### src/rtl/lsc_pkg.sv
package lsc_pkg;
  localparam int DIV_W = 5;
  localparam logic [15:0] UNLOCK_KEY = 16'h16AA;
  localparam int OFS_CTRL = 'h00;
  localparam int OFS_DIV  = 'h08;
  localparam int OFS_GATE = 'h60;
  localparam int BIT_SEL = 0;
  localparam int BIT_EXTEN = 4;
  localparam int BIT_BYPASS = 15;

  typedef struct packed {
    logic              useExt;
    logic              extEn;
    logic              gateOn;
    logic [DIV_W-1:0]  divSel;
  } lsc_strobe_t;
endpackage

### src/rtl/lsc_ctrl.sv
module lsc_ctrl
  import lsc_pkg::*;
#(
  parameter int ADDR_W = 8
) (
  input  logic              clk,
  input  logic              rstN,
  input  logic [ADDR_W-1:0] busAddr,
  input  logic              busWe,
  input  logic [31:0]       busWdata,
  output logic [31:0]       busRdata,
  input  logic              extFail,
  output lsc_strobe_t       strb
);
  logic             selQ, extEnQ, bypassQ, fallenQ, gateQ;
  logic [DIV_W-1:0] divQ;
  logic             hitCtrl, hitDiv, hitGate, keyOk, effExt;

  assign hitCtrl = (busAddr == ADDR_W'(OFS_CTRL));
  assign hitDiv  = (busAddr == ADDR_W'(OFS_DIV));
  assign hitGate = (busAddr == ADDR_W'(OFS_GATE));
  assign keyOk   = (busWdata[31:16] == UNLOCK_KEY);
  assign effExt  = selQ & ~fallenQ;

  always_ff @(posedge clk) begin
    if (!rstN) begin
      selQ    <= 1'b0;
      extEnQ  <= 1'b0;
      bypassQ <= 1'b0;
      fallenQ <= 1'b0;
      gateQ   <= 1'b0;
      divQ    <= '0;
    end else begin
      if (busWe && hitCtrl && keyOk) begin
        selQ    <= busWdata[BIT_SEL];
        extEnQ  <= busWdata[BIT_EXTEN];
        bypassQ <= busWdata[BIT_BYPASS];
        fallenQ <= 1'b0;
      end else if (selQ && !bypassQ && extFail) begin
        fallenQ <= 1'b1;
      end
      if (busWe && hitDiv)  divQ  <= busWdata[DIV_W-1:0];
      if (busWe && hitGate) gateQ <= busWdata[0];
    end
  end

  always_comb begin
    busRdata = '0;
    if (hitCtrl) begin
      busRdata[BIT_SEL]    = effExt;
      busRdata[BIT_EXTEN]  = extEnQ;
      busRdata[BIT_BYPASS] = bypassQ;
    end else if (hitDiv) begin
      busRdata[DIV_W-1:0] = divQ;
    end else if (hitGate) begin
      busRdata[0] = gateQ;
    end
  end

  assign strb.useExt = effExt;
  assign strb.extEn  = extEnQ;
  assign strb.gateOn = gateQ;
  assign strb.divSel = divQ;
endmodule

### src/rtl/lsc_datapath.sv
module lsc_datapath
  import lsc_pkg::*;
#(
  parameter int FIX_DIV = 32
) (
  input  logic        clk,
  input  logic        rstN,
  input  logic        intTick,
  input  logic        extTick,
  input  lsc_strobe_t strb,
  output logic        lsTick,
  output logic        outTick
);
  logic             fixDone;
  logic [DIV_W-1:0] progCnt;
  logic             progHit, intDiv, srcTick;

  generate
    if (FIX_DIV > 1) begin : g_fixed
      localparam int FW = $clog2(FIX_DIV);
      localparam logic [FW-1:0] FIX_LAST = FW'(FIX_DIV - 1);
      logic [FW-1:0] fixCnt;
      always_ff @(posedge clk) begin
        if (!rstN) fixCnt <= '0;
        else if (intTick) fixCnt <= (fixCnt == FIX_LAST) ? '0 : fixCnt + 1'b1;
      end
      assign fixDone = intTick && (fixCnt == FIX_LAST);
    end else begin : g_direct
      assign fixDone = intTick;
    end
  endgenerate

  assign progHit = (progCnt >= strb.divSel);
  assign intDiv  = fixDone && progHit;

  always_ff @(posedge clk) begin
    if (!rstN) progCnt <= '0;
    else if (fixDone) progCnt <= progHit ? '0 : progCnt + 1'b1;
  end

  assign srcTick = strb.useExt ? (extTick && strb.extEn) : intDiv;

  always_ff @(posedge clk) begin
    if (!rstN) begin
      lsTick  <= 1'b0;
      outTick <= 1'b0;
    end else begin
      lsTick  <= srcTick;
      outTick <= srcTick && strb.gateOn;
    end
  end
endmodule

### src/rtl/lowspeed_clk_sel.sv
module lowspeed_clk_sel
  import lsc_pkg::*;
#(
  parameter int ADDR_W  = 8,
  parameter int FIX_DIV = 32
) (
  input  logic              clk,
  input  logic              rstN,
  input  logic [ADDR_W-1:0] busAddr,
  input  logic              busWe,
  input  logic [31:0]       busWdata,
  output logic [31:0]       busRdata,
  input  logic              intTick,
  input  logic              extTick,
  input  logic              extFail,
  output logic              lsTick,
  output logic              outTick
);
  lsc_strobe_t strb;

  lsc_ctrl #(.ADDR_W(ADDR_W)) u_ctrl (
    .clk(clk), .rstN(rstN), .busAddr(busAddr), .busWe(busWe),
    .busWdata(busWdata), .busRdata(busRdata), .extFail(extFail), .strb(strb)
  );

  lsc_datapath #(.FIX_DIV(FIX_DIV)) u_dp (
    .clk(clk), .rstN(rstN), .intTick(intTick), .extTick(extTick),
    .strb(strb), .lsTick(lsTick), .outTick(outTick)
  );
endmodule

### config.mk
export PLATFORM = sky130hd
export DESIGN_NAME = lowspeed_clk_sel
export DESIGN_NICKNAME = d
export VERILOG_FILES = /design/src/rtl/lsc_pkg.sv /design/src/rtl/lsc_ctrl.sv /design/src/rtl/lsc_datapath.sv /design/src/rtl/lowspeed_clk_sel.sv
export SDC_FILE = /design/constraint.sdc
export NUM_CORES = 1
export LEC_CHECK = 0
export BUFFER_PORTS_ARGS = -buffer_cell sky130_fd_sc_hd__buf_2
export CAP_MARGIN = 20
export CORE_MARGIN = 2
export CORE_UTILIZATION = 44
export DETAILED_ROUTE_END_ITERATION = 12
export PLACE_DENSITY = 0.84
export SYNTH_ARGS = -nofsm -noshare
export SYNTH_HDL_FRONTEND = slang
export SYNTH_SLANG_ARGS = --single-unit
### constraint.sdc
create_clock -name clk -period 2.2 [get_ports clk]
set_clock_uncertainty 0.1 [all_clocks]
set_input_delay 0 -clock clk [delete_from_list [all_inputs] [get_ports clk]]
set_output_delay 0 -clock clk [all_outputs]
set_load 0.02 [all_outputs]
==> impl_metrics.ini <==
[outcome]
status = finished, final reports clean

[global_route]
grt.total_usage = 0.163
grt_pass1_vias = 1132
antenna_found_initial = 0
grt_max_degree = 20
grt_pass1_wl_um = 4620
gr-total-overflow = 0

[placement]
place_hpwl_um = 2120
gp_congestion = 0.788
dp.cells = 258
io_buffer_count = 43

[detailed_routing]
drcViolationCount = 0
wl_um = 2830
viasPerCell = 4.75
vias = 1320
dr.pass1.iters = 4
final_antenna_net_count = 0
drt_iter0_drc = 31
routedWlPerCell_um = 10.2

[worst_hold_path]
min_path_type = in2reg

[die]
die-area_sq_um = 3710
ioPinCount = 80
die_w_um = 60.9
die-height_um = 60.9
core_area_sq_um = 3080
start_util = 0.463
rows = 20

[final_layout]
drive_gt1_frac = 0.252
nNetsFinal = 289
instances_no_fill = 278
multi_input_area_sq_um = 837
num-fill-cells = 279
seq_area_sq_um = 440
antenna_cells = 0
syn_to_final_growth_pct = 26.6

[yosys]
yosys-top-cells-count = buf_4 (26), dfxtp_1 (22), nand2_1 (17)
synth-seq-cells = 22
yosysMostFrequentCell = buf_4
yosys_warnings = 0
ys_types = 40
netlist.area_leader.share = 0.309
yosysSeqAreaShare = 0.309
synth_area_sq_um = 1430
syn_inst = 175
synth_ff_type = dfxtp_1
synthTopCellsByArea = dfxtp_1 (31%), buf_4 (14%), ha_1 (7.0%), a21oi_1 (4.6%), nand2_1 (4.5%)
postSynthAreaPerCell_sq_um = 8.15
yosys.area.top_type = dfxtp_1
async_flop_share = 0
synth_edf_count = 0

[power]
p_leak_nw = 0.811
max-vdd-ir-drop_v = 0.000352
p_per_area_nw_per_um2 = 464

[setup_path]
cp_cell_sequence = ha_1, and3_1, ha_2, nand2_2, or4_1, a21oi_1, a31o_1
arrival_ns = 2.18
required_ns = 2.37
path_max_fanout = 7
cpPeakStageDelay_ns = 0.49
critPathSlowestCell = or4_1
worstSetupPathType = reg2reg
crit_path_end_kind = flip-flop
critPathBufInv = 0
path_delay_family = simple AND/OR/NAND/NOR gates
startpoint_type = flip-flop

[clocking]
root_buffer = clkbuf_4
clockBufferDepth = 2
cts_sinks = 22
cts_made_buffers = 3
htree_num_levels = 1
path_clk_slew_ns = 0.13
clock_latency_ns = 0.31
cts_tree = done
cts_setup_buffers = 0

[sta]
finalHoldViolations = 0
drv_slew = 0
rsz0062_at_grt = no
tns_ns = 0
finalCriticalPeriod_ns = 2.01
fin_crit_sh = 0.915
setup_viol = 0
max_freq_ghz = 0.497

[job]
cap_violations = 0
-- report_power, final --
group | leakage [nW] | internal, W | switching [W]
Sequential | 0.177 | 0.000401 | 0.00000270
Combinational | 0.606 | 0.0000449 | 0.0000755
Clock | 0.0279 | 0.000184 | 0.000128
-- logic make-up after synthesis --
| logic type | share of synthesized area |
|---|---|
| AND/OR/NAND/NOR | 0.300 |
| flip-flops | 0.309 |
| AO/OA/AOI/OAI | 0.111 |
| multiplexers | 0.0281 |
| XOR/XNOR | 0.00614 |
| buffers and inverters | 0.174 |
| other | 0.00263 |
| adder cells (fa/ha/maj) | 0.0702 |
-- registers in the layout, indices dropped and copies added, names as in the netlist --
| signal | flops |
|---|---|
| u_dp.lsTick | 1 |
| u_dp.outTick | 1 |
| u_ctrl.divQ | 5 |
| u_ctrl.bypassQ | 1 |
| u_ctrl.selQ | 1 |
| u_dp.g_fixed.fixCnt | 5 |
| u_dp.progCnt | 5 |
| u_ctrl.extEnQ | 1 |
| u_ctrl.fallenQ | 1 |
| u_ctrl.gateQ | 1 |
-- stage by stage --
stage	hold slack (ns)	setup slack, ns	utilization	area, sq um	total power [W]
6_report	0.0134	0.186	0.587	1810	0.000837
5_1_grt	0.0225	0.0283	0.587	1810	0.000870
4_1_cts	0.0126	0.0831	0.585	1800	0.000846
3_5_place_dp	0.164	0.130	0.516	1590	0.000517
3_3_place_gp	0.142	0.211	0.516	1590	0.000515
2_1_floorplan	0.0472	0.298	-	1520	0.000512
-- layout make-up --
| type | instances | share of cell area |
|---|---|---|
| Clock buffer | 3 | 0.0125 |
| Clock inverter | 1 | 0.0166 |
| Inverter | 8 | 0.0166 |
| Multi-Input combinational cell | 139 | 0.464 |
| Sequential cell | 22 | 0.244 |
| Tap cell | 44 | 0.0305 |
| Timing Repair Buffer | 61 | 0.216 |
-- worst paths after layout --
check	to	cells past startpoint	slack [ns]	startpoint
worst max-delay path	u_dp.progCnt[4]	7	0.19	u_dp.g_fixed.fixCnt[0]
worst min-delay path	u_ctrl.fallenQ	4	0.01	busWdata[28]
worst max register to register	u_dp.progCnt[4]	7	0.19	u_dp.g_fixed.fixCnt[0]
worst min register to register	u_dp.outTick	2	0.37	u_ctrl.gateQ
-- what timing repair did --
| item | 4_1_cts | 5_1_grt |
|---|---|---|
| hold buffers | 16 | 0 |
| endpoints found under the hold margin | 20 | 0 |
| gates resized for setup | 0 | 2 |
| setup endpoints to repair | 0 | 2 |
-- cell usage in the layout (no fill, tap or decap), types with 3 or more instances in the layout --
cell type,instances
a21oi_1,13
and2_1,5
buf_2,43
clkbuf_4,3
conb_1,26
dfxtp_1,22
dlygate4sd3_1,16
ha_1,7
inv_1,7
mux2i_1,4
nand2_1,16
nand3_1,10
nand4_1,3
nor2_1,16
nor3_1,5
nor4_4,3
o21ai_0,3
-- per-layer routing --
| layer | share of wire | global-route usage | vias up |
|---|---|---|---|
| met4 | 0.0049 | 0.0280 | 0 |
| li1 | - | - | 672 |
| met5 | 0 | 0 | - |
| met3 | 0.049 | 0.0384 | 2 |
| met2 | 0.52 | 0.292 | 40 |
| met1 | 0.43 | 0.202 | 606 |
-- worst reg2reg max path, cell delays in order (launching register included) --
cell and delay [ns]:
dfxtp_1 0.40, ha_1 0.19, and3_1 0.17, ha_2 0.24
nand2_2 0.12, or4_1 0.49, a21oi_1 0.15, a31o_1 0.10
Power figures use the tool's default switching activity.
